==> src/rtl/tbl_win_pkg.sv <==
// Shared definitions for the windowed profile table port.
// Assumes a four-location window addressed by two bits.
package tbl_win_pkg;
    localparam int WIN_AW = 2;
    typedef enum logic [WIN_AW-1:0] {
        SLOT_LO_A = 2'd0,
        SLOT_HI_A = 2'd1,
        SLOT_LO_B = 2'd2,
        SLOT_HI_B = 2'd3
    } win_slot_e;
endpackage

==> src/rtl/tbl_blk_ptr.sv <==
// Block pointer with sticky overflow.
// Assumes adv_i is asserted only for accepted accesses that advance the pointer.
module tbl_blk_ptr #(
    parameter int PTR_W = 4
) (
    input  logic             clk,
    input  logic             rst_n,
    input  logic             io_en,
    input  logic             adv_i,
    output logic [PTR_W-1:0] ptr_o,
    output logic             ovf_o
);
    localparam logic [PTR_W-1:0] PTR_LAST = {PTR_W{1'b1}};

    logic [PTR_W-1:0] ptr_q;
    logic             ovf_q;

    // Advance, saturate at the last block and latch overflow; disable rewinds.
    always_ff @(posedge clk) begin
        if (!rst_n || !io_en) begin
            ptr_q <= '0;
            ovf_q <= 1'b0;
        end else if (adv_i) begin
            if (ptr_q == PTR_LAST) ovf_q <= 1'b1;
            else                   ptr_q <= ptr_q + 1'b1;
        end
    end

    assign ptr_o = ptr_q;
    assign ovf_o = ovf_q;

    AST_PTR_ZERO_OFF: assert property (@(posedge clk) disable iff (!rst_n)
        !io_en |=> (ptr_q == '0));
    AST_PTR_HOLD: assert property (@(posedge clk) disable iff (!rst_n)
        (io_en && !adv_i) |=> (ptr_q == $past(ptr_q)));
    AST_OVF_STICKY: assert property (@(posedge clk) disable iff (!rst_n)
        (ovf_q && io_en) |=> ovf_q);
endmodule

==> src/rtl/tbl_word_io.sv <==
// Splits and assembles table words for the byte bus.
// Assumes act_i is already gated by enable and overflow.
module tbl_word_io #(
    parameter int LO_W = 2,
    parameter int HI_W = 8
) (
    input  logic                 clk,
    input  logic                 rst_n,
    input  logic                 act_i,
    input  logic                 wr_i,
    input  logic                 odd_i,
    input  logic [HI_W-1:0]      wdata_i,
    input  logic [LO_W+HI_W-1:0] ram_rdata_i,
    output logic                 ram_we_o,
    output logic [LO_W+HI_W-1:0] ram_wdata_o,
    output logic [HI_W-1:0]      rdata_o
);
    localparam int DATA_W = LO_W + HI_W;

    logic [LO_W-1:0]   stage_q;
    logic              rsp_q;
    logic              rsp_hi_q;
    logic [DATA_W-1:0] rword_q;

    // Hold the low bits written at an even address.
    always_ff @(posedge clk) begin
        if (!rst_n)                        stage_q <= '0;
        else if (act_i && wr_i && !odd_i)  stage_q <= wdata_i[LO_W-1:0];
    end

    // Capture the read word and mark the following cycle as a response.
    always_ff @(posedge clk) begin
        if (!rst_n) begin
            rsp_q    <= 1'b0;
            rsp_hi_q <= 1'b0;
            rword_q  <= '0;
        end else begin
            rsp_q    <= act_i && !wr_i;
            rsp_hi_q <= odd_i;
            if (act_i && !wr_i) rword_q <= ram_rdata_i;
        end
    end

    // Commit a full word on an odd-address write.
    always_comb begin
        ram_we_o    = act_i && wr_i && odd_i;
        ram_wdata_o = {wdata_i, stage_q};
    end

    // Format the response byte; zero outside a response cycle.
    always_comb begin
        if (!rsp_q)        rdata_o = '0;
        else if (rsp_hi_q) rdata_o = rword_q[DATA_W-1:LO_W];
        else               rdata_o = {{(HI_W-LO_W){1'b0}}, rword_q[LO_W-1:0]};
    end

    AST_RSV_ZERO: assert property (@(posedge clk) disable iff (!rst_n)
        (rsp_q && !rsp_hi_q) |-> (rdata_o[HI_W-1:LO_W] == '0));
endmodule

==> src/rtl/tbl_ram.sv <==
// Profile table storage: one synchronous write port, one asynchronous read.
// Assumes a single address is shared by write and read.
module tbl_ram #(
    parameter int DATA_W = 10,
    parameter int IDX_W  = 5
) (
    input  logic              clk,
    input  logic              we_i,
    input  logic [IDX_W-1:0]  idx_i,
    input  logic [DATA_W-1:0] wdata_i,
    output logic [DATA_W-1:0] rdata_o
);
    localparam int DEPTH = 1 << IDX_W;

    logic [DATA_W-1:0] mem_q [DEPTH];

    // Store a word on write enable.
    always_ff @(posedge clk) begin
        if (we_i) mem_q[idx_i] <= wdata_i;
    end

    assign rdata_o = mem_q[idx_i];
endmodule

==> src/rtl/tbl_win_port.sv <==
// Top of the windowed profile table port: host window plus sequencer read.
// Assumes one host access per strobed cycle; host wins the shared RAM port.
module tbl_win_port
    import tbl_win_pkg::*;
#(
    parameter int PTR_W = 4,
    parameter int LO_W  = 2,
    parameter int HI_W  = 8
) (
    input  logic                 clk,
    input  logic                 rst_n,
    input  logic                 io_en,
    input  logic                 rd_inc,
    input  logic                 bus_sel,
    input  logic                 bus_wr,
    input  logic [WIN_AW-1:0]    bus_addr,
    input  logic [HI_W-1:0]      bus_wdata,
    output logic [HI_W-1:0]      bus_rdata,
    output logic                 ovf,
    input  logic [PTR_W:0]       seq_idx,
    output logic [LO_W+HI_W-1:0] seq_data
);
    localparam int DATA_W = LO_W + HI_W;
    localparam int IDX_W  = PTR_W + 1;

    logic [PTR_W-1:0]  ptr;
    logic              host_act;
    logic              adv;
    logic              ram_we;
    logic [IDX_W-1:0]  ram_idx;
    logic [DATA_W-1:0] ram_wdata;
    logic [DATA_W-1:0] ram_rdata;
    logic [DATA_W-1:0] seq_q;

    // Accept host accesses only while enabled and not overflowed.
    always_comb begin
        host_act = bus_sel && io_en && !ovf;
        adv      = host_act && (win_slot_e'(bus_addr) == SLOT_HI_B) && (bus_wr != rd_inc);
        ram_idx  = host_act ? {ptr, bus_addr[1]} : seq_idx;
    end

    tbl_blk_ptr #(.PTR_W(PTR_W)) u_ptr (
        .clk   (clk),
        .rst_n (rst_n),
        .io_en (io_en),
        .adv_i (adv),
        .ptr_o (ptr),
        .ovf_o (ovf)
    );

    tbl_word_io #(.LO_W(LO_W), .HI_W(HI_W)) u_word (
        .clk         (clk),
        .rst_n       (rst_n),
        .act_i       (host_act),
        .wr_i        (bus_wr),
        .odd_i       (bus_addr[0]),
        .wdata_i     (bus_wdata),
        .ram_rdata_i (ram_rdata),
        .ram_we_o    (ram_we),
        .ram_wdata_o (ram_wdata),
        .rdata_o     (bus_rdata)
    );

    tbl_ram #(.DATA_W(DATA_W), .IDX_W(IDX_W)) u_ram (
        .clk     (clk),
        .we_i    (ram_we),
        .idx_i   (ram_idx),
        .wdata_i (ram_wdata),
        .rdata_o (ram_rdata)
    );

    // Register the sequencer word when the host leaves the RAM port free.
    always_ff @(posedge clk) begin
        if (!rst_n)         seq_q <= '0;
        else if (!host_act) seq_q <= ram_rdata;
    end

    assign seq_data = seq_q;

    AST_SEQ_HOLD: assert property (@(posedge clk) disable iff (!rst_n)
        (bus_sel && io_en && !ovf) |=> $stable(seq_data));
    AST_DEAD_READ_ZERO: assert property (@(posedge clk) disable iff (!rst_n)
        (bus_sel && !bus_wr && (!io_en || ovf)) |=> (bus_rdata == '0));
endmodule

==> config.mk <==
export PLATFORM = sky130hd
export DESIGN_NAME = tbl_win_port
export DESIGN_NICKNAME = d
export VERILOG_FILES = /design/src/rtl/tbl_win_pkg.sv /design/src/rtl/tbl_blk_ptr.sv /design/src/rtl/tbl_word_io.sv /design/src/rtl/tbl_ram.sv /design/src/rtl/tbl_win_port.sv
export SDC_FILE = /design/constraint.sdc
export NUM_CORES = 1
export LEC_CHECK = 0
export BUFFER_PORTS_ARGS = -buffer_cell sky130_fd_sc_hd__buf_2
export CAP_MARGIN = 10
export CORE_UTILIZATION = 60
export DETAILED_ROUTE_END_ITERATION = 8
export PLACE_DENSITY = 0.77
export REMOVE_ABC_BUFFERS = 1
export SYNTH_ARGS = -nofsm -noshare
export SYNTH_HDL_FRONTEND = slang
export SYNTH_SLANG_ARGS = --single-unit
==> constraint.sdc <==
create_clock -name clk -period 4.8 [get_ports clk]
set_clock_uncertainty 0.15 [all_clocks]
set_input_delay 0.48 -clock clk [delete_from_list [all_inputs] [get_ports clk]]
set_output_delay 0.48 -clock clk [all_outputs]
set_load 0.01 [all_outputs]
## Yosys cells after proc, flatten, opt, wreduce, memory -nomap -nowiden

Memory sizes are Yosys's and may differ from the RTL's.
Cells that the tools add are included.

- Add/sub/neg operators: 1
- Eq/ne operators: 3
- Muxes and demuxes: 5
- Bitwise operators: 1
- Reductions and logical operators: 16

Operator list:

| cell | count |
|---|---|
| $mux 8 | 2 |
| $logic_and 1x1->1 | 8 |
| $logic_not 1->1 | 5 |
| $mux 5 | 1 |
| $add 4x1->4 const B | 1 |
| $eq 4x4->1 const B | 1 |
| $reduce_and 2->1 | 2 |
| $eq 2x2->1 const B | 1 |
| $mux 1 | 2 |
| $logic_or 1x1->1 | 1 |
| $ne 1x1->1 | 1 |
| $not 1->1 | 1 |

- Bits in registers: 29
- RAM bits: 320
- Bits of input ports: 21
- Word-level logic and storage cells: 34
- Memories kept: 1

Memory list:

| memory | depth | bits a word | read ports | clocked after memory_dff | write ports | RTL line | RTL |
|---|---|---|---|---|---|---|---|
| u_ram.mem_q | 32 | 10 | 1 | 0 | 1 | tbl_ram.sv:15 | `logic [DATA_W-1:0] mem_q [DEPTH];` |

## Depth between registers and ports, before layout

Gate-level depths: netlist of run 1.

- Depth in word-level cells: 6
- Depth in mapped cells: 9
- Mapped depth without buffers: 6

## By module

From an unflattened synthesis of run 1, not the netlist that was laid out.

- Cell total of the unflattened synthesis: 845
- Area total of the unflattened synthesis: 13862.0 um2

By module, submodules not included:

| module | times used | cells an instance | area an instance (um2) | sequential area each (um2) |
|---|---|---|---|---|
| tbl_ram | 1 | 689 | 12470.7 | 9609.2 |
| tbl_word_io | 1 | 78 | 654.4 | 280.3 |
| tbl_win_port | 1 | 52 | 498.0 | 200.2 |
| tbl_blk_ptr | 1 | 26 | 239.0 | 100.1 |

## Worst setup path before layout of run 1

Ideal clock, no wire load.

- Path type: input port to flip-flop
- Start point: in io_en
- End point: mem u_ram.mem_q[0][0], enable pin
- Library setup time: 376 ps
- Arrival time: 2024 ps
- Setup slack: 2249 ps
- Stages: 6
- Buffers on the path: 2
- Cell sequence: nand3b_4 -> buf_6 -> or2_2 -> or3_1 -> clkbuf_1 -> nor2_1

- Longest elaborated chain between the ends: 6
- Elaborated cells on any way between the ends: 7
- Classes of those cells: mux (3); reduce/logical (4)

RTL lines:

| item | RTL line | RTL |
|---|---|---|
| from (decl) | tbl_win_port.sv:12 | `input logic io_en,` |
| $logic_and 1x1->1 * (2 in series) | tbl_win_port.sv:37 | `host_act = bus_sel && io_en && !ovf;` |
| $logic_and 1x1->1 (2 in series) | tbl_word_io.sv:46 | `ram_we_o = act_i && wr_i && odd_i;` |
| $mux 1 | tbl_ram.sv:19 | `if (we_i) mem_q[idx_i] <= wdata_i;` |
| $mux 1 (not written as such) | tbl_ram.sv:19 |  |
| to (decl) | tbl_ram.sv:15 |  |

Every way passes the cells marked *; elsewhere a longest branch is shown, timed or not.

## Worst setup path after layout of run 1

- Start point: reg u_ptr.ptr_q[0], in the netlist u_ptr.ptr_o[0]
- End point: reg seq_q[7], in the netlist seq_data[7]

- Longest elaborated chain between the ends: 2

RTL lines:

| item | RTL line | RTL |
|---|---|---|
| from (decl) | tbl_blk_ptr.sv:15 | `logic [PTR_W-1:0] ptr_q;` |
| from (signal assigned) | tbl_blk_ptr.sv:25 | `else ptr_q <= ptr_q + 1'b1;` |
| $mux 5 | tbl_win_port.sv:39 | `ram_idx = host_act ? {ptr, bus_addr[1]} : seq_idx;` |
| $mem_v2 32x10 | - |  |
| to (signal assigned) | tbl_win_port.sv:75 | `else if (!host_act) seq_q <= ram_rdata;` |
| to (decl) | tbl_win_port.sv:33 | `logic [DATA_W-1:0] seq_q;` |

No other way between the ends.
A chain may end at the register's enable or synchronous reset.

==> metrics.txt, run 1 <==
# TYPE chip_impl_metric gauge
chip_impl_metric{name="number_of_global_route_vias_before_repair",unit=""} 8871
chip_impl_metric{name="boundaryPins",unit=""} 40
chip_impl_metric{name="ctsHoldBuffers",unit=""} 0
chip_impl_metric{name="grt_first_pass_wirelength",unit="um"} 55000
chip_impl_metric{name="antenna_violating_nets_post_route",unit=""} 0
chip_impl_metric{name="area.growth.synth_to_final",unit="%"} 11.0
chip_impl_metric{name="yosys_top_cell_area_share",unit="%"} 63.6
chip_impl_metric{name="cts_post_setup_buffers_inserted",unit=""} 0
chip_impl_metric{name="design_area",unit="um^2"} 16800
chip_impl_metric{name="fp.dieArea",unit="um^2"} 25800
chip_impl_info{name="grt_setup_unrepaired",value="no"} 1
chip_impl_info{name="outcome",value="finished, final reports clean"} 1
chip_impl_metric{name="detail_route.first_pass.iterations",unit=""} 6
chip_impl_metric{name="clk_transition_reported_paths",unit="ns"} 0.06
chip_impl_info{name="tritoncts",value="yes"} 1
chip_impl_metric{name="tritoncts.num_buffers",unit=""} 36
chip_impl_metric{name="avgRoutedWirePerCell",unit="um"} 27.7
chip_impl_metric{name="global_route.usage.met1",unit="%"} 41.2
chip_impl_metric{name="drv_cap",unit=""} 0
chip_impl_metric{name="overflow",unit=""} 0
chip_impl_metric{name="fin_crit_sh",unit="%"} 69.8
chip_impl_metric{name="antenna_cells_inserted",unit=""} 0
chip_impl_metric{name="number_of_buffer_cells_added_on_primary_ports",unit=""} 39
chip_impl_metric{name="timing.final.ws_setup",unit="ns"} 1.45
chip_impl_metric{name="initial_antenna_violation_count",unit=""} 0
chip_impl_metric{name="cp_slowest_stage_delay",unit="ns"} 0.71
chip_impl_metric{name="grt_util_all_layers",unit="%"} 29.2
chip_impl_metric{name="grt_start_max_net_pins",unit=""} 34
chip_impl_metric{name="total_power_after_layout",unit="uW"} 6360
chip_impl_metric{name="whs_path_depth",unit=""} 2
chip_impl_metric{name="start_util",unit="%"} 61.5
chip_impl_metric{name="fin_worst_hold_slack",unit="ns"} 0.0618
chip_impl_metric{name="worst_max_slew_pin_slew",unit="ns"} 1.01
chip_impl_info{name="leading_area_contributor_after_synthesis",value="sky130_fd_sc_hd__edfxtp_1"} 1
chip_impl_metric{name="synth.lib_cells_used.distinct",unit=""} 48
chip_impl_metric{name="critPathMaxFanout",unit=""} 30
chip_impl_metric{name="power_density",unit="nW/um^2"} 379
chip_impl_info{name="top_flip_flop_cell_by_instance_count_after_synthesis",value="sky130_fd_sc_hd__edfxtp_1"} 1
chip_impl_metric{name="synth-edff-count",unit=""} 320
chip_impl_metric{name="final_util",unit="%"} 68.3
chip_impl_info{name="busiest_layer",value="met2"} 1
chip_impl_metric{name="worst-endpoint-arrival",unit="ns"} 3.59
chip_impl_metric{name="number_of_drc_markers_after_the_initial_detailed_route_iteration",unit=""} 1254
chip_impl_metric{name="synth-async-reset-ratio",unit="%"} 0
chip_impl_info{name="crit_path_end_kind",value="flip-flop"} 1
chip_impl_metric{name="drive_above_1_share",unit="%"} 23.4
chip_impl_metric{name="detailroute.via_count",unit=""} 9010
chip_impl_info{name="critical-path-slowest-cell",value="sky130_fd_sc_hd__dfxtp_4"} 1
chip_impl_metric{name="clock_tree.htree_level_count",unit=""} 2
chip_impl_metric{name="yosys_warnings",unit=""} 0
chip_impl_metric{name="detailedPlacementHpwl",unit="um"} 22500
chip_impl_metric{name="fp-row-count",unit=""} 57
chip_impl_metric{name="fraction_of_the_yosys_area_taken_by_sequential_cells",unit="%"} 67.5
chip_impl_metric{name="postSynthRegisterBits",unit=""} 349
chip_impl_metric{name="clk-insertion-delay-late",unit="ns"} 0.52
chip_impl_metric{name="timing.slew.headroom",unit="%"} 32.6
chip_impl_metric{name="tritoncts_num_sinks",unit=""} 349
chip_impl_metric{name="die_w",unit="um"} 161
chip_impl_metric{name="ff2ff_path_depth",unit=""} 6
chip_impl_metric{name="die_height",unit="um"} 161
chip_impl_metric{name="p_leak",unit="uW"} 0.00572
chip_impl_metric{name="avgViaCountPerCell",unit=""} 6.84
chip_impl_info{name="timing.hold.worst.class",value="in2reg"} 1
chip_impl_metric{name="setup_violations",unit=""} 0
chip_impl_info{name="critical_path.cell_chain",value="buf_4 -> mux4_2 -> mux2i_1 -> o22ai_1 -> nor4_1 -> a31oi_1"} 1
chip_impl_metric{name="placed_cell_area",unit="um^2"} 15700
chip_impl_metric{name="synthesis.area_per_instance",unit="um^2"} 16.4
chip_impl_metric{name="syn-instance-count",unit=""} 920
chip_impl_metric{name="post_cts_resized",unit=""} 0
chip_impl_metric{name="floorplan.core_area",unit="um^2"} 24500
chip_impl_metric{name="gr-usage-met2",unit="%"} 45.9
chip_impl_info{name="clock-root-buffer",value="sky130_fd_sc_hd__clkbuf_16"} 1
chip_impl_info{name="yosys-top-cells-area",value="sky130_fd_sc_hd__edfxtp_1 (64%), sky130_fd_sc_hd__mux4_2 (12%), sky130_fd_sc_hd__mux2i_1 (4.0%)"} 1
chip_impl_info{name="ys_top_cells_by_count",value="sky130_fd_sc_hd__edfxtp_1 (320), sky130_fd_sc_hd__mux4_2 (80), sky130_fd_sc_hd__nand2_1 (78)"} 1
chip_impl_metric{name="vdd_ir_drop_max",unit="mV"} 0.304
chip_impl_info{name="timing_worst_setup_path_type",value="reg2reg"} 1
chip_impl_metric{name="gp_congestion",unit=""} 0.925
chip_impl_metric{name="clock_tree.buffer_depth",unit=""} 3
chip_impl_metric{name="finalWorstPathRequiredPeriod",unit="ns"} 3.35
chip_impl_metric{name="drt_drc_violations_left",unit=""} 0
chip_impl_metric{name="max_clock_freq",unit="MHz"} 298
chip_impl_metric{name="num-nets-final",unit=""} 991
chip_impl_metric{name="final-hold-violation-count",unit=""} 0
chip_impl_metric{name="final_max_slew_viol_count",unit=""} 0
chip_impl_metric{name="mappedNetlistArea",unit="um^2"} 15100
chip_impl_info{name="synth_most_common_cell",value="sky130_fd_sc_hd__edfxtp_1"} 1
chip_impl_metric{name="critPathRequiredTime",unit="ns"} 5.03
chip_impl_metric{name="totalWireLength",unit="um"} 36500
chip_impl_metric{name="pre_cts_slack",unit="ns"} 1.37
chip_impl_metric{name="grt_use_met3",unit="%"} 5.37
chip_impl_info{name="worstSetupStartpointType",value="flip-flop"} 1
-- stage by stage --
step / setup TNS (ns) / cells
final: 0 / 1317
after detailed placement: 0 / 1254
after CTS: 0 / 1316
after global routing: 0 / 1317
after floorplan: -6.79 / 851
after global placement: 0 / 1254
-- cells by family after synthesis --
kind of cell,share of synthesized area [%]
AOI/OAI and AO/OA,7.23
xor gates and xnor gates,0.174
adders and majority gates,0.0829
buffers and inverters,2.39
DFF,67.5
muxes,16.8
and+or+nand+nor,5.85
-- path summary, 6_finish.rpt --
check,startpoint,to,slack [ns]
max reg2reg,u_ptr.ptr_o[0],seq_data[7],1.45
min,bus_addr[0],u_word.rsp_hi_q,0.06
min reg2reg,u_ptr.ovf_o,u_ptr.ovf_o,0.39
max,u_ptr.ptr_o[0],seq_data[7],1.45
-- power breakdown --
| group | internal [uW] | switching [uW] | total, uW |
|---|---|---|---|
| sequential | 3330 | 16.1 | 3340 |
| combinational | 136 | 265 | 401 |
| clock | 1490 | 1120 | 2610 |
| total | 4960 | 1400 | 6360 |
-- layer usage --
metal,wire (um),part of all wire [%]
met3,3730,10
met1,14000,38
met2,17500,48
met4,1280,3.5
met5,0,0
-- critical path: cells and delay by family, from the launching register on --
kind                   cells  cell delay [ns]
flip-flops                 1             0.71
multiplexers               2             0.84
AO/OA/AOI/OAI              2             0.36
buffers and inverters      1             0.49
AND/OR/NAND/NOR            1             0.63
-- layout by cell type, fill, tap and decap left out, types with 2 or more instances in the layout --
| master | instances |
|---|---|
| sky130_fd_sc_hd__mux2_4 | 2 |
| sky130_fd_sc_hd__nor3b_1 | 2 |
| sky130_fd_sc_hd__a221oi_2 | 2 |
| sky130_fd_sc_hd__a31oi_1 | 26 |
| sky130_fd_sc_hd__nor4_1 | 6 |
| sky130_fd_sc_hd__nand4_1 | 3 |
| sky130_fd_sc_hd__bufinv_16 | 2 |
| sky130_fd_sc_hd__dfxtp_1 | 28 |
| sky130_fd_sc_hd__and4b_1 | 2 |
| sky130_fd_sc_hd__mux4_2 | 80 |
| sky130_fd_sc_hd__clkinv_1 | 5 |
| sky130_fd_sc_hd__or3_1 | 5 |
| sky130_fd_sc_hd__inv_1 | 2 |
| sky130_fd_sc_hd__nor2_1 | 40 |
| sky130_fd_sc_hd__edfxtp_1 | 320 |
| sky130_fd_sc_hd__o22ai_1 | 18 |
| sky130_fd_sc_hd__nand2_1 | 78 |
| sky130_fd_sc_hd__xnor2_1 | 2 |
| sky130_fd_sc_hd__and2_1 | 3 |
| sky130_fd_sc_hd__buf_2 | 38 |
| sky130_fd_sc_hd__mux2_2 | 5 |
| sky130_fd_sc_hd__a311oi_1 | 7 |
| sky130_fd_sc_hd__clkbuf_16 | 36 |
| sky130_fd_sc_hd__a221oi_1 | 25 |
| sky130_fd_sc_hd__buf_4 | 41 |
| sky130_fd_sc_hd__clkinvlp_4 | 3 |
| sky130_fd_sc_hd__a211oi_1 | 10 |
| sky130_fd_sc_hd__clkbuf_1 | 9 |
| sky130_fd_sc_hd__clkinv_2 | 5 |
| sky130_fd_sc_hd__nor2b_1 | 22 |
| sky130_fd_sc_hd__nor3_1 | 3 |
| sky130_fd_sc_hd__nand3_1 | 10 |
| sky130_fd_sc_hd__nor4_2 | 2 |
| sky130_fd_sc_hd__a21oi_1 | 40 |
| sky130_fd_sc_hd__a211oi_2 | 4 |
| sky130_fd_sc_hd__and3_1 | 6 |
| sky130_fd_sc_hd__o21ai_0 | 21 |
| sky130_fd_sc_hd__mux2i_1 | 61 |
| sky130_fd_sc_hd__a311oi_2 | 2 |
-- flip-flops by register name (all words and copies together), names as in the netlist --
signal	flops
u_word.stage_q	2
u_ptr.ovf_o	1
u_ram.mem_q	320
u_word.rsp_hi_q	1
seq_data	10
u_word.rsp_q	1
u_ptr.ptr_o	4
u_word.rword_q	10
-- area by class of cell --
class / instances / area (um^2)
clock inverters: 17 / 151
inverters: 2 / 7.51
well taps: 324 / 405
clock buffers: 45 / 935
flip-flops and latches: 349 / 10200
fillers: 1590 / 7770
repair buffers: 80 / 509
multi-input cells: 500 / 4560
No activity file was read; power rests on OpenSTA's default activity.
==> inputs of run 2 (changes only) <==
Settings changed: ABC_AREA from default to 1.
Clock period 4.8 ns to 3.18 ns, I/O delays scaled along.
==> metrics.txt, run 2 <==
# TYPE chip_impl_metric gauge
chip_impl_metric{name="p_leak",unit="uW"} 0.00716
chip_impl_metric{name="number_of_global_route_vias_before_repair",unit=""} 10200
chip_impl_metric{name="setup_total_negative_slack",unit="ns"} 0
chip_impl_metric{name="final-hold-violation-count",unit=""} 0
chip_impl_metric{name="pre_cts_slack",unit="ns"} 0.411
chip_impl_metric{name="timing.slew.headroom",unit="%"} 47.9
chip_impl_metric{name="avgViaCountPerCell",unit=""} 5.57
chip_impl_info{name="yosys-top-cells-area",value="sky130_fd_sc_hd__edfxtp_1 (65%), sky130_fd_sc_hd__nand2_1 (20%), sky130_fd_sc_hd__dfxtp_1 (3.9%)"} 1
chip_impl_metric{name="synthesis.area_per_instance",unit="um^2"} 9.80
chip_impl_metric{name="synth_compound_area_share",unit="%"} 1.04
chip_impl_info{name="worst_path_top_cell_family_by_delay",value="buffers and inverters"} 1
chip_impl_info{name="worstSetupStartpointType",value="input port"} 1
chip_impl_metric{name="number_of_buffer_cells_added_on_primary_ports",unit=""} 39
chip_impl_info{name="leading_area_contributor_after_synthesis",value="sky130_fd_sc_hd__edfxtp_1"} 1
chip_impl_info{name="critical_path.cell_chain",value="dlygate4sd3_1 -> buf_2 -> nand3_2 -> buf_4 -> nand2_1 -> o21ai_4 -> inv_2 -> nand3_1 -> nor2_1 -> buf_4"} 1
chip_impl_metric{name="comb_power_share",unit="%"} 8.1
chip_impl_metric{name="synth-async-reset-ratio",unit="%"} 0
chip_impl_metric{name="antenna_cells_inserted",unit=""} 0
chip_impl_info{name="synth_most_common_cell",value="sky130_fd_sc_hd__nand2_1"} 1
chip_impl_info{name="critical-path-slowest-cell",value="sky130_fd_sc_hd__dlygate4sd3_1"} 1
chip_impl_metric{name="power_density",unit="nW/um^2"} 602
chip_impl_metric{name="initial_antenna_violation_count",unit=""} 0
chip_impl_metric{name="power_report.internal_total",unit="uW"} 7850
chip_impl_metric{name="drt_drc_violations_left",unit=""} 0
chip_impl_info{name="final_cell_mix",value="sky130_fd_sc_hd__nand2_1 (805), sky130_fd_sc_hd__edfxtp_1 (320), sky130_fd_sc_hd__nand3_1 (95), sky130_fd_sc_hd__nor2_1 (86), sky130_fd_sc_hd__buf_4 (53)"} 1
chip_impl_metric{name="tritoncts.num_buffers",unit=""} 36
chip_impl_metric{name="cp_slowest_stage_delay",unit="ns"} 0.52
chip_impl_metric{name="fin_crit_sh",unit="%"} 89.5
chip_impl_info{name="timing.hold.worst.class",value="in2reg"} 1
chip_impl_metric{name="vdd_ir_drop_max",unit="mV"} 0.408
chip_impl_metric{name="mappedNetlistArea",unit="um^2"} 14900
chip_impl_metric{name="fraction_of_the_yosys_area_taken_by_sequential_cells",unit="%"} 68.6
chip_impl_info{name="clock-root-buffer",value="sky130_fd_sc_hd__clkbuf_16"} 1
chip_impl_metric{name="drive_above_1_share",unit="%"} 9.57
chip_impl_metric{name="xor_xnor_portion_of_the_synthesized_cell_area",unit="%"} 0
chip_impl_metric{name="total_power_after_layout",unit="uW"} 10100
chip_impl_metric{name="die_height",unit="um"} 159
chip_impl_metric{name="area.growth.synth_to_final",unit="%"} 13.6
chip_impl_metric{name="grt_first_pass_wirelength",unit="um"} 55400
chip_impl_metric{name="final_max_slew_viol_count",unit=""} 0
chip_impl_metric{name="totalWireLength",unit="um"} 36100
chip_impl_metric{name="setup_violations",unit=""} 0
chip_impl_metric{name="grt_util_all_layers",unit="%"} 28.8
chip_impl_metric{name="antenna_violating_nets_post_route",unit=""} 0
chip_impl_metric{name="detailedPlacementHpwl",unit="um"} 20700
chip_impl_metric{name="syn-instance-count",unit=""} 1515
chip_impl_metric{name="overflow",unit=""} 0
chip_impl_info{name="top_flip_flop_cell_by_instance_count_after_synthesis",value="sky130_fd_sc_hd__edfxtp_1"} 1
chip_impl_metric{name="grt_start_max_net_pins",unit=""} 70
chip_impl_info{name="regMostFlops",value="u_ram.mem_q"} 1
chip_impl_metric{name="swShare",unit="%"} 22.6
chip_impl_metric{name="die_w",unit="um"} 159
chip_impl_metric{name="critPathMaxFanout",unit=""} 21
chip_impl_info{name="synth_top_family_by_area",value="simple AND/OR/NAND/NOR gates"} 1
chip_impl_metric{name="boundaryPins",unit=""} 40
chip_impl_metric{name="floorplan.core_area",unit="um^2"} 24300
chip_impl_metric{name="gp_congestion",unit=""} 0.877
chip_impl_metric{name="sequential_share_of_power",unit="%"} 49.9
chip_impl_metric{name="switching_power",unit="uW"} 2300
chip_impl_metric{name="power_frac_clock",unit="%"} 42.0
chip_impl_metric{name="max_clock_freq",unit="MHz"} 351
chip_impl_info{name="grt_setup_unrepaired",value="no"} 1
chip_impl_metric{name="postSynthRegisterBits",unit=""} 349
chip_impl_metric{name="yosys_warnings",unit=""} 0
chip_impl_metric{name="fp-row-count",unit=""} 57
chip_impl_metric{name="post_cts_resized",unit=""} 0
chip_impl_info{name="outcome",value="finished, final reports clean"} 1
chip_impl_metric{name="num-nets-final",unit=""} 1605
chip_impl_metric{name="worst-endpoint-arrival",unit="ns"} 2.91
chip_impl_metric{name="clock_tree.buffer_depth",unit=""} 3
chip_impl_metric{name="avgRoutedWirePerCell",unit="um"} 18.7
chip_impl_metric{name="final_util",unit="%"} 69.3
chip_impl_metric{name="clk-insertion-delay-late",unit="ns"} 0.52
chip_impl_metric{name="synthAdderAreaFrac",unit="%"} 0.0843
chip_impl_info{name="cp_common_cell",value="sky130_fd_sc_hd__buf_4"} 1
chip_impl_metric{name="synth-edff-count",unit=""} 320
chip_impl_metric{name="synthSimpleGateAreaFrac",unit="%"} 26.6
chip_impl_metric{name="number_of_drc_markers_after_the_initial_detailed_route_iteration",unit=""} 1410
chip_impl_metric{name="finalWorstPathRequiredPeriod",unit="ns"} 2.84
chip_impl_metric{name="fp.dieArea",unit="um^2"} 25400
chip_impl_metric{name="synth.lib_cells_used.distinct",unit=""} 23
chip_impl_metric{name="wp_buf_inv",unit=""} 5
chip_impl_metric{name="clk_transition_reported_paths",unit="ns"} 0.06
chip_impl_metric{name="start_util",unit="%"} 61.1
chip_impl_info{name="tritoncts",value="yes"} 1
chip_impl_metric{name="timing.final.ws_setup",unit="ns"} 0.335
chip_impl_metric{name="fin_worst_hold_slack",unit="ns"} 0.0450
chip_impl_info{name="final_common_cell",value="sky130_fd_sc_hd__nand2_1"} 1
chip_impl_metric{name="detailroute.via_count",unit=""} 10800
chip_impl_info{name="ys_top_cells_by_count",value="sky130_fd_sc_hd__nand2_1 (806), sky130_fd_sc_hd__edfxtp_1 (320), sky130_fd_sc_hd__nand3_1 (95)"} 1
chip_impl_metric{name="drv_cap",unit=""} 0
chip_impl_info{name="timing_worst_setup_path_type",value="in2reg"} 1
chip_impl_metric{name="synthMuxAreaShare",unit="%"} 0
chip_impl_metric{name="critPathRequiredTime",unit="ns"} 3.25
chip_impl_metric{name="yosys_top_cell_area_share",unit="%"} 64.7
chip_impl_info{name="crit_path_end_kind",value="flip-flop"} 1
chip_impl_metric{name="clock_tree.htree_level_count",unit=""} 2
chip_impl_metric{name="worst_max_slew_pin_slew",unit="ns"} 0.782
chip_impl_metric{name="tritoncts_num_sinks",unit=""} 349
chip_impl_metric{name="detail_route.first_pass.iterations",unit=""} 7
chip_impl_metric{name="largest_register_ffs",unit=""} 320
## run 2: cell count changes after synthesis, sizes merged, moves of 9 or more
cell and delta:
a211oi -13, a31oi -25, inv +52, mux2i -63, mux4 -80, nand3 +86
nor3 +13, nor2b -22, a221oi -27, a21oi -28, o22ai -18, nor2 +46
nand2 +730, a311oi -9
## run 2: kinds of logic after synthesis
family	Yosys count
and+or+nand+nor	1008
DFF	349
buffers and inverters	127
AOI/OAI and AO/OA	30
adders and majority gates	1
## run 2: stage by stage
step | instance area [um^2] | instances
floorplan | 14500 | 1443
global route | 16900 | 1933
CTS | 16900 | 1933
detailed placement | 15600 | 1863
global placement | 15600 | 1863
finish | 16900 | 1933
## run 2: path summary, 6_finish.rpt
kind | from | endpoint | slack (ns) | cells past startpoint
setup reg to reg | u_ptr.ovf_o | u_ram.mem_q[28][0] | 0.41 | 9
hold / removal | bus_wr | u_ptr.ptr_o[2] | 0.04 | 4
hold reg to reg | u_ptr.ovf_o | u_ptr.ovf_o | 0.37 | 2
setup / recovery | io_en | u_ram.mem_q[28][0] | 0.34 | 10
## run 2: cell type report
type / instances / area (um^2)
tap: 324 / 405
clock inverter: 16 / 206
sequential: 349 / 10200
clock buffer: 48 / 987
multi-input combinational: 1039 / 4140
timing repair buffer: 102 / 733
fill: 1718 / 7460
inverter: 55 / 206
## run 2: power by group through the flow
stage	combinational (uW)	clock [uW]	sequential (uW)
CTS	812	4290	5060
finish	824	4260	5060
detailed placement	799	0	5150
global route	913	4460	5060
global placement	779	0	5150
floorplan	482	0	5150
## run 2: tightest hold or removal path, cell delays in order
cell	delay, ns
sky130_fd_sc_hd__buf_2	0.12
sky130_fd_sc_hd__a211oi_1	0.11
sky130_fd_sc_hd__nand2_1	0.06
sky130_fd_sc_hd__a21oi_1	0.06
## run 2: metal layers
layer / part of all wire [%] / global-route usage, % / up-vias
met1: 41 / 40.8 / 5068
met4: 3.2 / 10.6 / 0
met3: 9.1 / 4.04 / 78
met2: 47 / 45.8 / 533
met5: 0 / 0 / -
li1: - / - / 5087
## run 2: timing repair
item | 4_1_cts | 5_1_grt
hold buffers | 6 | 0
setup buffers | 0 | 0
hold endpoints to repair | 5 | 0
==> inputs of run 3 (changes only) <==
Settings changed: SYNTH_HIERARCHICAL from default to 1.
==> metrics.txt, run 3 <==
# TYPE chip_impl_metric gauge
chip_impl_metric{name="grt_util_all_layers",unit="%"} 27.7
chip_impl_metric{name="fraction_of_the_yosys_area_taken_by_sequential_cells",unit="%"} 68.9
chip_impl_metric{name="number_of_drc_markers_after_the_initial_detailed_route_iteration",unit=""} 1089
chip_impl_info{name="crit_path_end_kind",value="flip-flop"} 1
chip_impl_metric{name="power_density",unit="nW/um^2"} 586
chip_impl_metric{name="die_w",unit="um"} 159
chip_impl_info{name="r2r-end",value="seq_data[3]"} 1
chip_impl_metric{name="overflow",unit=""} 0
chip_impl_info{name="final_common_cell",value="sky130_fd_sc_hd__nand2_1"} 1
chip_impl_metric{name="whs_path_depth",unit=""} 3
chip_impl_info{name="hold_end",value="seq_data[2]"} 1
chip_impl_info{name="critical-path-slowest-cell",value="sky130_fd_sc_hd__dlygate4sd3_1"} 1
chip_impl_metric{name="fin_crit_sh",unit="%"} 87.0
chip_impl_info{name="timing.hold.worst.class",value="in2reg"} 1
chip_impl_metric{name="timing.slew.headroom",unit="%"} 41.2
chip_impl_metric{name="clk_transition_reported_paths",unit="ns"} 0.06
chip_impl_info{name="outcome",value="finished, final reports clean"} 1
chip_impl_metric{name="syn-instance-count",unit=""} 1521
chip_impl_metric{name="p_leak",unit="uW"} 0.00721
chip_impl_metric{name="placed_cell_area",unit="um^2"} 15600
chip_impl_metric{name="area.growth.synth_to_final",unit="%"} 13.1
chip_impl_info{name="yosys-top-cells-area",value="sky130_fd_sc_hd__edfxtp_1 (65%), sky130_fd_sc_hd__nand2_1 (23%), sky130_fd_sc_hd__dfxtp_1 (3.9%)"} 1
chip_impl_info{name="clock-root-buffer",value="sky130_fd_sc_hd__clkbuf_16"} 1
chip_impl_metric{name="boundaryPins",unit=""} 40
chip_impl_info{name="worst_path_top_cell_family_by_delay",value="simple AND/OR/NAND/NOR gates"} 1
chip_impl_metric{name="postSynthRegisterBits",unit=""} 349
chip_impl_metric{name="clock_tree.buffer_depth",unit=""} 3
chip_impl_info{name="min-delay-start",value="rst_n"} 1
chip_impl_metric{name="design_area",unit="um^2"} 16700
chip_impl_metric{name="worst_max_slew_pin_slew",unit="ns"} 0.881
chip_impl_metric{name="antenna_violating_nets_post_route",unit=""} 0
chip_impl_metric{name="ff2ff_path_depth",unit=""} 19
chip_impl_metric{name="power_report.internal_total",unit="uW"} 7630
chip_impl_metric{name="comb_power_share",unit="%"} 7.7
chip_impl_metric{name="vdd_ir_drop_max",unit="mV"} 0.521
chip_impl_metric{name="fp.dieArea",unit="um^2"} 25300
chip_impl_metric{name="drv_cap",unit=""} 0
chip_impl_metric{name="wp_buf_inv",unit=""} 6
chip_impl_metric{name="worst-endpoint-arrival",unit="ns"} 3.03
chip_impl_metric{name="final_max_slew_viol_count",unit=""} 0
chip_impl_metric{name="initial_antenna_violation_count",unit=""} 0
chip_impl_metric{name="num-fill-cells",unit=""} 1778
chip_impl_metric{name="clk-insertion-delay-late",unit="ns"} 0.52
chip_impl_metric{name="critPathMaxFanout",unit=""} 32
chip_impl_metric{name="number_of_buffer_cells_added_on_primary_ports",unit=""} 39
chip_impl_metric{name="number_of_non_filler_instances_in_the_completed_layout",unit=""} 1942
chip_impl_info{name="grt_setup_unrepaired",value="no"} 1
chip_impl_metric{name="switching_power",unit="uW"} 2180
chip_impl_info{name="regMostFlops",value="u_ram/mem_q"} 1
chip_impl_info{name="tritoncts",value="yes"} 1
chip_impl_metric{name="antenna_cells_inserted",unit=""} 0
chip_impl_metric{name="sequential_share_of_power",unit="%"} 51.4
chip_impl_metric{name="tritoncts.num_buffers",unit=""} 35
chip_impl_metric{name="power_frac_clock",unit="%"} 40.9
chip_impl_metric{name="avgViaCountPerCell",unit=""} 5.34
chip_impl_metric{name="final-hold-violation-count",unit=""} 0
chip_impl_metric{name="synth-edff-count",unit=""} 320
chip_impl_metric{name="tritoncts_num_sinks",unit=""} 349
chip_impl_metric{name="grt_start_max_net_pins",unit=""} 81
chip_impl_metric{name="mappedNetlistArea",unit="um^2"} 14800
chip_impl_info{name="top_flip_flop_cell_by_instance_count_after_synthesis",value="sky130_fd_sc_hd__edfxtp_1"} 1
chip_impl_metric{name="avgRoutedWirePerCell",unit="um"} 17.4
chip_impl_metric{name="cp.depth",unit=""} 20
chip_impl_metric{name="detailroute.via_count",unit=""} 10400
chip_impl_metric{name="critPathRequiredTime",unit="ns"} 3.45
chip_impl_metric{name="instance_count_after_placement_with_tap_cells_included",unit=""} 1877
chip_impl_metric{name="swShare",unit="%"} 22.2
chip_impl_metric{name="synth.lib_cells_used.distinct",unit=""} 23
chip_impl_metric{name="clock_tree.htree_level_count",unit=""} 2
chip_impl_metric{name="die_height",unit="um"} 159
chip_impl_info{name="ys_top_cells_by_count",value="sky130_fd_sc_hd__nand2_1 (900), sky130_fd_sc_hd__edfxtp_1 (320), sky130_fd_sc_hd__nor2_1 (118)"} 1
chip_impl_metric{name="setup_total_negative_slack",unit="ns"} 0
chip_impl_info{name="final_cell_mix",value="sky130_fd_sc_hd__nand2_1 (898), sky130_fd_sc_hd__edfxtp_1 (320), sky130_fd_sc_hd__nor2_1 (118), sky130_fd_sc_hd__buf_4 (60), sky130_fd_sc_hd__buf_2 (39)"} 1
chip_impl_metric{name="regToRegSetupSlack",unit="ns"} 0.47
chip_impl_metric{name="max_clock_freq",unit="MHz"} 361
chip_impl_metric{name="synthesis.area_per_instance",unit="um^2"} 9.73
chip_impl_metric{name="totalWireLength",unit="um"} 33800
chip_impl_metric{name="start_util",unit="%"} 61.0
chip_impl_metric{name="fp-row-count",unit=""} 57
chip_impl_metric{name="synth-async-reset-ratio",unit="%"} 0
chip_impl_metric{name="yosys_warnings",unit=""} 6
chip_impl_metric{name="grt_first_pass_wirelength",unit="um"} 54000
chip_impl_metric{name="gp_congestion",unit=""} 0.861
chip_impl_info{name="critical_path.cell_chain",value="dlygate4sd3_1 -> buf_2 -> nand3_4 -> inv_1 -> nand2_2 -> nand2_4 -> inv_4 -> buf_4 -> nand2_1 -> nand2_1 -> nand2_1 -> nand2_1 -> nand2_1 -> nand2_1 -> nor2_1 -> nand2_1 -> inv_1 -> nand2_1 -> nand2_1 -> nor2_1"} 1
chip_impl_metric{name="detail_route.first_pass.iterations",unit=""} 5
chip_impl_info{name="worstSetupStartpointType",value="input port"} 1
chip_impl_metric{name="setup_violations",unit=""} 0
chip_impl_info{name="synth_most_common_cell",value="sky130_fd_sc_hd__nand2_1"} 1
chip_impl_metric{name="post_cts_resized",unit=""} 0
chip_impl_metric{name="detailedPlacementHpwl",unit="um"} 20400
chip_impl_metric{name="finalWorstPathRequiredPeriod",unit="ns"} 2.77
chip_impl_metric{name="cp_slowest_stage_delay",unit="ns"} 0.53
chip_impl_info{name="regToRegStartpoint",value="u_ptr/ovf_o"} 1
chip_impl_info{name="timing_worst_setup_path_type",value="in2reg"} 1
chip_impl_info{name="leading_area_contributor_after_synthesis",value="sky130_fd_sc_hd__edfxtp_1"} 1
chip_impl_info{name="cp_common_cell",value="sky130_fd_sc_hd__nand2_1"} 1
chip_impl_metric{name="number_of_global_route_vias_before_repair",unit=""} 10300
chip_impl_metric{name="floorplan.core_area",unit="um^2"} 24200
chip_impl_metric{name="num-nets-final",unit=""} 1614
chip_impl_metric{name="drt_drc_violations_left",unit=""} 0
chip_impl_metric{name="drive_above_1_share",unit="%"} 10.1
chip_impl_metric{name="yosys_top_cell_area_share",unit="%"} 64.9
chip_impl_metric{name="largest_register_ffs",unit=""} 320
## run 3: changes by cell type in the layout (fill, tap and decap cells not counted), moves of 5 or more
cell / before / now
sky130_fd_sc_hd__inv_1: 52 / 36
sky130_fd_sc_hd__o21ai_1: 4 / 9
sky130_fd_sc_hd__nor3_1: 16 / 9
sky130_fd_sc_hd__nand3_1: 95 / 7
sky130_fd_sc_hd__nand2_1: 805 / 898
sky130_fd_sc_hd__buf_4: 53 / 60
sky130_fd_sc_hd__a21oi_1: 13 / 1
sky130_fd_sc_hd__nor2_1: 86 / 118
## run 3: power by group through the flow
| stage | Combinational [uW] | Sequential [uW] | Clock, uW |
|---|---|---|---|
| 6_report | 751 | 5050 | 4020 |
| 5_1_grt | 839 | 5050 | 4220 |
| 4_1_cts | 746 | 5050 | 4060 |
| 3_5_place_dp | 738 | 5150 | 0 |
| 3_3_place_gp | 723 | 5150 | 0 |
| 2_1_floorplan | 443 | 5150 | 0 |
## run 3: worst max path at each step
stage	from	end	slack (ns)
floorplan	u_ptr/ovf_o	u_ram/mem_q[0][0]	-3.58
global placement	io_en	seq_data[1]	0.58
detailed placement	io_en	seq_data[1]	0.50
CTS	io_en	seq_data[1]	0.50
global route	io_en	seq_data[4]	0.16
finish	io_en	seq_data[3]	0.41
## run 3: worst min-delay path, stage by stage
cell,delay (ns)
sky130_fd_sc_hd__buf_2,0.24
sky130_fd_sc_hd__nand2_1,0.12
sky130_fd_sc_hd__nor2_1,0.03
## run 3: cells by family (layout without fill, tap and decap cells)
| kind of cell | Yosys count | count (layout) | share of synthesized area [%] |
|---|---|---|---|
| buf+inv | 113 | 210 | 3.71 |
| fa+ha+maj | 1 | 1 | 0.0845 |
| compound gates | 17 | 17 | 0.583 |
| simple gates | 1041 | 1041 | 26.8 |
| flops | 349 | 349 | 68.9 |
## run 3: area by class of cell
type / instances / area, um^2 / area share [%]
multi-input cells: 1059 / 4070 / 24.3
repair buffers: 108 / 806 / 4.81
well taps: 324 / 405 / 2.42
clock buffers: 47 / 973 / 5.82
flip-flops and latches: 349 / 10200 / 60.9
inverters: 39 / 149 / 0.889
clock inverters: 16 / 148 / 0.882
## run 3: stage by stage
stage	setup slack [ns]	total power, uW	utilization [%]	hold WS (ns)
final	0.414	9820	69.0	0.0779
after global routing	0.157	10100	69.0	0.101
after CTS	0.496	9860	69.0	0.0652
after detailed placement	0.501	5880	64.3	0.327
after global placement	0.580	5870	64.3	0.313
after floorplan	-3.58	5590	-	0.261
## run 3: layer usage
metal  up-vias  GRT usage (%)  part of all wire (%)
met5         -              0                     0
met4         0           14.1                   4.2
met3        97           4.04                   7.9
met2       456           46.0                    48
met1      4816           36.0                    39
li1       5003              -                     -
## run 3: repair_timing
| item | CTS | global route |
|---|---|---|
| hold buffers | 2 | 0 |
| setup buffers | 0 | 0 |
| endpoints found under the hold margin | 2 | 0 |
